[src/rtl/rate_pkg.sv]
package rate_pkg;
  typedef struct packed {
    logic loadLow;
    logic writeHigh;
    logic writeFrame;
  } regStrobes_t;
endpackage

[src/rtl/rate_ctrl.sv]
module rate_ctrl
  import rate_pkg::*;
#(
  parameter int BYTE_W      = 8,
  parameter int SYNC_STAGES = 2
) (
  input  logic              clk,
  input  logic              rstN,
  input  logic              busWe,
  input  logic              busAddr,
  input  logic [BYTE_W-1:0] busWdata,
  input  logic              xckIn,
  input  logic              syncMode,
  input  logic              polarity,
  output regStrobes_t       strobes,
  output logic              txChange,
  output logic              rxSample
);
  localparam int SEL_BIT = BYTE_W - 1;

  // register decode: the select bit steers writes at the shared location
  always_comb begin
    strobes.loadLow    = busWe && !busAddr;
    strobes.writeHigh  = busWe && busAddr && !busWdata[SEL_BIT];
    strobes.writeFrame = busWe && busAddr && busWdata[SEL_BIT];
  end

  logic [SYNC_STAGES-1:0] syncChain;
  logic                   prevLevel;

  generate
    if (SYNC_STAGES == 1) begin : gSingle
      always_ff @(posedge clk or negedge rstN)
        if (!rstN) syncChain <= '0;
        else       syncChain <= xckIn;
    end else begin : gMulti
      always_ff @(posedge clk or negedge rstN)
        if (!rstN) syncChain <= '0;
        else       syncChain <= {syncChain[SYNC_STAGES-2:0], xckIn};
    end
  endgenerate

  logic syncLevel;
  logic edgeRise;
  logic edgeFall;
  logic effPol;

  assign syncLevel = syncChain[SYNC_STAGES-1];
  assign edgeRise  = syncLevel && !prevLevel;
  assign edgeFall  = !syncLevel && prevLevel;
  assign effPol    = polarity && syncMode;

  always_ff @(posedge clk or negedge rstN) begin
    if (!rstN) begin
      prevLevel <= 1'b0;
      txChange  <= 1'b0;
      rxSample  <= 1'b0;
    end else begin
      prevLevel <= syncLevel;
      txChange  <= effPol ? edgeFall : edgeRise;
      rxSample  <= effPol ? edgeRise : edgeFall;
    end
  end
endmodule

[src/rtl/rate_dp.sv]
module rate_dp
  import rate_pkg::*;
#(
  parameter int DIV_W    = 12,
  parameter int BYTE_W   = 8,
  parameter int SYNC_BIT = 6,
  parameter int POL_BIT  = 0
) (
  input  logic              clk,
  input  logic              rstN,
  input  regStrobes_t       strobes,
  input  logic              busAddr,
  input  logic [BYTE_W-1:0] busWdata,
  output logic [BYTE_W-1:0] busRdata,
  output logic [BYTE_W-2:0] frameCtrl,
  output logic              syncMode,
  output logic              polarity,
  output logic              baudTick,
  output logic [DIV_W-1:0]  countVal,
  output logic [DIV_W-1:0]  divisor
);
  localparam int HI_W  = DIV_W - BYTE_W;
  localparam int PAD_W = BYTE_W - HI_W;

  logic [BYTE_W-1:0] divLo;
  logic [HI_W-1:0]   divHi;
  logic [BYTE_W-2:0] frameReg;

  always_ff @(posedge clk or negedge rstN) begin
    if (!rstN) begin
      divLo    <= '0;
      divHi    <= '0;
      frameReg <= '0;
    end else begin
      if (strobes.loadLow)    divLo    <= busWdata;
      if (strobes.writeHigh)  divHi    <= busWdata[HI_W-1:0];
      if (strobes.writeFrame) frameReg <= busWdata[BYTE_W-2:0];
    end
  end

  assign divisor = {divHi, divLo};

  always_ff @(posedge clk or negedge rstN) begin
    if (!rstN)                  countVal <= '0;
    else if (strobes.loadLow)   countVal <= {divHi, busWdata};
    else if (countVal == '0)    countVal <= divisor;
    else                        countVal <= countVal - 1'b1;
  end

  assign baudTick  = (countVal == '0);
  assign busRdata  = busAddr ? {{PAD_W{1'b0}}, divHi} : divLo;
  assign frameCtrl = frameReg;
  assign syncMode  = frameReg[SYNC_BIT];
  assign polarity  = frameReg[POL_BIT];
endmodule

[src/rtl/uart_rate_engine.sv]
module uart_rate_engine
  import rate_pkg::*;
#(
  parameter int DIV_W       = 12,
  parameter int BYTE_W      = 8,
  parameter int SYNC_STAGES = 2
) (
  input  logic              clk,
  input  logic              rstN,
  input  logic              busWe,
  input  logic              busAddr,
  input  logic [BYTE_W-1:0] busWdata,
  output logic [BYTE_W-1:0] busRdata,
  output logic [BYTE_W-2:0] frameCtrl,
  output logic              baudTick,
  input  logic              xckIn,
  output logic              txChange,
  output logic              rxSample
);
  regStrobes_t      strobes;
  logic             syncMode;
  logic             polarity;
  logic [DIV_W-1:0] countVal;
  logic [DIV_W-1:0] divisor;

  rate_ctrl #(.BYTE_W(BYTE_W), .SYNC_STAGES(SYNC_STAGES)) u_ctrl (
    .clk(clk), .rstN(rstN), .busWe(busWe), .busAddr(busAddr),
    .busWdata(busWdata), .xckIn(xckIn), .syncMode(syncMode),
    .polarity(polarity), .strobes(strobes), .txChange(txChange),
    .rxSample(rxSample)
  );

  rate_dp #(.DIV_W(DIV_W), .BYTE_W(BYTE_W)) u_dp (
    .clk(clk), .rstN(rstN), .strobes(strobes), .busAddr(busAddr),
    .busWdata(busWdata), .busRdata(busRdata), .frameCtrl(frameCtrl),
    .syncMode(syncMode), .polarity(polarity), .baudTick(baudTick),
    .countVal(countVal), .divisor(divisor)
  );
endmodule

[config.mk]
export PLATFORM = sky130hd
export DESIGN_NAME = uart_rate_engine
export DESIGN_NICKNAME = d
export VERILOG_FILES = /design/src/rtl/rate_pkg.sv /design/src/rtl/rate_ctrl.sv /design/src/rtl/rate_dp.sv /design/src/rtl/uart_rate_engine.sv
export SDC_FILE = /design/constraint.sdc
export NUM_CORES = 1
export LEC_CHECK = 0
export CAP_MARGIN = 20
export CELL_PAD_IN_SITES_DETAIL_PLACEMENT = 0
export CELL_PAD_IN_SITES_GLOBAL_PLACEMENT = 1
export CORE_MARGIN = 4
export CORE_UTILIZATION = 40
export DETAILED_ROUTE_END_ITERATION = 6
export PLACE_DENSITY_LB_ADDON = 0.1
export RECOVER_POWER = 50
export SYNTH_ARGS = -nofsm -noshare
export SYNTH_HDL_FRONTEND = slang
export SYNTH_SLANG_ARGS = --single-unit
[constraint.sdc]
create_clock -name clk -period 3.7 [get_ports clk]
set_clock_uncertainty 0.15 [all_clocks]
set_input_delay 1.11 -clock clk [delete_from_list [all_inputs] [get_ports clk]]
set_output_delay 1.11 -clock clk [all_outputs]
set_load 0.05 [all_outputs]
### Word-level counts from Yosys, hierarchy flattened

Cells that the tools add are included.

| operators by class | value |
|---|---|
| muxes and demuxes | 5 |
| add/sub/neg operators | 1 |
| reduce and logical (&&, ||, !) cells | 12 |

Operators with widths:

| cell | number |
|---|---|
| $mux 12 | 2 |
| $logic_not 12->1 | 1 |
| $sub 12x1->12 const B | 1 |
| $mux 8 | 1 |
| $logic_and 1x1->1 | 7 |
| $logic_not 1->1 | 4 |
| $mux 1 | 2 |

| storage, ports and cells | value |
|---|---|
| bits of input ports | 13 |
| word-level logic and storage cells | 26 |
| flip-flop bits (word level) | 36 |
| output and inout port bits | 18 |

### Longest topological paths before layout

| depth | value |
|---|---|
| depth after elaboration | 3 |
| mapped depth | 7 |
| gate-level depth less buffers | 6 |

### By module

From an unflattened synthesis, not the netlist that was laid out.

| second synthesis, totals | value |
|---|---|
| cells, all modules | 151 |
| area total of the unflattened synthesis | 1,699.1 um^2 |

By module, submodules not included:

| module | area an instance (um^2) | instances | cells each | seq. area each (um^2) |
|---|---|---|---|---|
| rate_dp | 1,502.7 | 1 | 137 | 775.7 |
| rate_ctrl | 196.4 | 1 | 14 | 125.1 |

### Worst setup path after synthesis

Ideal clock, no wire load.

| timing | value |
|---|---|
| kind | in2out |
| start | input busAddr |
| end | output busRdata[4] |
| slack | 0.413 ns |
| required time | 2.440 ns |
| stages on the path | 2 |
| data arrival time | 2.027 ns |
| buffers on the path | 1 |
| path through | clkbuf_1 > nor2b_1 |

| between the ends | value |
|---|---|
| cells in the longest elaborated chain, start to end | 1 |

Ends and longest elaborated chain:

| element | RTL line | source |
|---|---|---|
| start: declaration | uart_rate_engine.sv:11 | `input logic busAddr,` |
| $mux 8 | rate_dp.sv:51 | `assign busRdata = busAddr ? {{PAD_W{1'b0}}, divHi} : divLo;` |
| end: declaration | uart_rate_engine.sv:13 | `output logic [BYTE_W-1:0] busRdata,` |

No other way between the ends.

### Worst setup path in the final report

| timing | value |
|---|---|
| start | input busAddr |
| end | output busRdata[2] |

The elaborated chain is that of the path after synthesis.

==> flow_summary_export.csv <==
group,metric,value,unit
detailed_routing,ant_nets,0,
synth,synth_most_common_cell,"dfrtp_1",
place,dp_hpwl,2.95,mm
floorplanning,pin_count,31,
floorplanning,rows,23,
cts,cts_root_buf,"clkbuf_8",
synth,synth_top_cell_area_share,0.522,
critical_path,timing_worst_setup_path_type,"in -> out",
power_and_ir_drop,internal_power,0.851,mW
sta,slew_headroom,0.137,
critical_path,cp.depth,3,
critical_path,slowest_delay,0.63,ns
cts,cts_tree,"built",
power_and_ir_drop,clock_power_share,0.259,
sta,rsz0062_at_grt,"false",
critical_path,start_kind,"input port",
power_and_ir_drop,combPwrFrac,0.314,
cts,cts_buffers,5,
sta,final-hold-violation-count,0,
power_and_ir_drop,sequentialPowerShare,0.427,
sta,finalCritPeriodShare,0.965,
synth,synthTopCellsByCount,"36 x dfrtp_1, 28 x nand2_1, 15 x mux2_2, 8 x nor2_1, 7 x o21ai_0",
synth,synth_edf_count,0,
synth,synth.distinct_cells,36,
cts,path_clk_slew,0.07,ns
cts,cts_buffer_depth,2,
final_layout,diodes,0,
floorplanning,die_x,73.7,um
cts,clkLatencyLatePin,0.28,ns
synth,async_flop_share,1.00,
cts,cts_setup_buffers,0,
floorplanning,die_area,5430,um2
detailed_routing,dr.pass1.iters,4,
global_routing,overflow,0,
synth,ys_warn_count,0,
worst_hold_path,worstHoldPathCells,0,
detailed_routing,num_vias,1291,
final_layout,fill_cells,365,
synth,synth.area.top_cells,"dfrtp_1 52%, mux2_2 9.8%, nand2_1 6.1%, mux2i_1 3.5%, o21ai_0 2.0%",
sta,min_period,3.57,ns
synth,synthesis.nets,178,
detailed_routing,avgRoutedWirePerCell,15.5,um
detailed_routing,first_iter_violations,66,
global_routing,grt_pass1_wl,6.51,mm
sta,fmax,280,MHz
critical_path,worstPathMaxFanout,5,
power_and_ir_drop,p_switching,0.458,mW
final_layout,drive_gt1_frac,0.208,
power_and_ir_drop,p_per_area,583,nW/um2
floorplanning,initial_core_util,0.422,
critical_path,cp_cell_sequence,"clkdlybuf4s50_1 -> mux2_2 -> buf_4",
place,gp_congestion,0.855,
sta,finalSetupTns,0,ns
worst_hold_path,hold_path.class,"reg -> reg",
critical_path,crit_required,2.44,ns
global_routing,first_global_vias,1319,
sta,worstMarginPinSlew,1.30,ns
sta,setup_viol,0,
floorplanning,core-area,4090,um2
synth,synth_seq_cells,36,
power_and_ir_drop,sw_frac_of_total,0.350,
critical_path,critPathTopFamily,"buffers and inverters",
synth,syn_avg_cell_area,10.6,um2
critical_path,cp_slowest_cell,"clkdlybuf4s50_1",
status,status,"finished, final reports clean",
critical_path,crit_buf_inv,2,
flow_run,drv_cap,0,
final_layout,final_nets,211,
global_routing,grt_max_degree,25,
global_routing,antenna_found_initial,0,
global_routing,grt_usage,0.159,
critical_path,r2r_slack,1.01,ns
cts,htreeDepth,2,
floorplanning,chipHeight,73.7,um
sta,maxSlewViolCount,0,
detailed_routing,drcViolationCount,0,
synth,synth.largest_area_cell,"dfrtp_1",
synth,synthCells,163,
power_and_ir_drop,p_leak,0.979,nW
critical_path,worstSetupEndpointType,"primary output",
final_layout,area_delta_synth_final,30.1,%
detailed_routing,drt_wl_total,3.84,mm
critical_path,r2r_cells,7,
critical_path,arrival,2.31,ns
synth,synth_area,1720,um2
synth,synth.yosys.seq_area_share,0.522,
power_and_ir_drop,vdd_drop_max,0.296,mV
detailed_routing,viasPerCell,5.23,
cts,cts_sinks,36,
synth,synth_flop_cell,"dfrtp_1",
place,port_buffers,30,
final_layout,fin_util,0.549,
state kept, by name, summed over array words and instances, names as in the netlist:
register          count
u_ctrl.syncChain      2
u_dp.divLo            8
u_ctrl.rxSample       1
u_dp.divHi            4
u_ctrl.prevLevel      1
u_dp.countVal        12
u_dp.frameCtrl        7
u_ctrl.txChange       1
worst paths after layout:
path | start | endpoint
max | busAddr | busRdata[2]
min in group asynchronous | rstN | u_dp.frameCtrl[2]$_DFFE_PN0P_
max reg2reg | u_dp.countVal[0]$_DFF_PN0_ | u_dp.countVal[7]$_DFF_PN0_
min | u_ctrl.syncChain[0]$_DFF_PN0_ | u_ctrl.syncChain[1]$_DFF_PN0_
max in group asynchronous | rstN | u_dp.countVal[10]$_DFF_PN0_
min reg2reg | u_ctrl.syncChain[0]$_DFF_PN0_ | u_ctrl.syncChain[1]$_DFF_PN0_
cell usage in the layout, fill, tap and decap left out, types with 6 or more instances in the layout:
cell	instances
dfrtp_1	36
clkdlybuf4s50_1	19
o21ai_0	7
buf_4	8
mux2i_1	6
nand2_1	28
nor2_1	8
mux2_2	15
cell families after synthesis:
family	Yosys count	synth area share
compound gates	22	0.0849
fa+ha+maj	2	0.0145
flops	36	0.522
buf+inv	13	0.0341
mux	21	0.133
simple gates	63	0.181
xor+xnor	6	0.0305
area by class of cell:
| class | instances | area [um2] | area share |
|---|---|---|---|
| Multi-Input combinational cell | 114 | 779 | 0.347 |
| Clock inverter | 3 | 42.5 | 0.0190 |
| Clock buffer | 5 | 68.8 | 0.0307 |
| Sequential cell | 36 | 901 | 0.402 |
| Inverter | 4 | 15.0 | 0.00669 |
| Tap cell | 50 | 62.6 | 0.0279 |
| Timing Repair Buffer | 35 | 374 | 0.167 |
metal layers:
metal  part of all wire  vias to the layer above  GRT usage  wire [um]
met5                  0                        -          0          0
met4             0.0076                        0     0.0362         29
met3              0.047                        5     0.0520        182
met2               0.48                       31      0.254       1840
met1               0.47                      628      0.209       1790
li1                   -                      627          -          -
power by group through the flow:
stage	Combinational, mW	Sequential, mW	Clock (mW)
floorplan	0.249	0.586	0
global placement	0.406	0.559	0
detailed placement	0.410	0.563	0
CTS	0.412	0.556	0.352
global route	0.443	0.571	0.367
finish	0.411	0.559	0.339
repair_timing:
item                       in CTS  in global routing
gates resized for setup         0                  1
hold buffers                    0                  0
setup endpoints to repair       0                  1
metrics by stage:
step	total power, mW	std cells	setup WS [ns]	hold slack [ns]	area [um2]
after global placement	0.965	239	0.123	0.192	2130
after floorplan	0.835	163	0.413	0.181	1720
after detailed placement	0.973	239	0.134	0.187	2130
final	1.31	247	0.131	0.206	2240
after global routing	1.38	247	0.0748	0.225	2240
after CTS	1.32	247	0.0900	0.212	2240
Note: power is estimated with default switching activity, not from simulation.
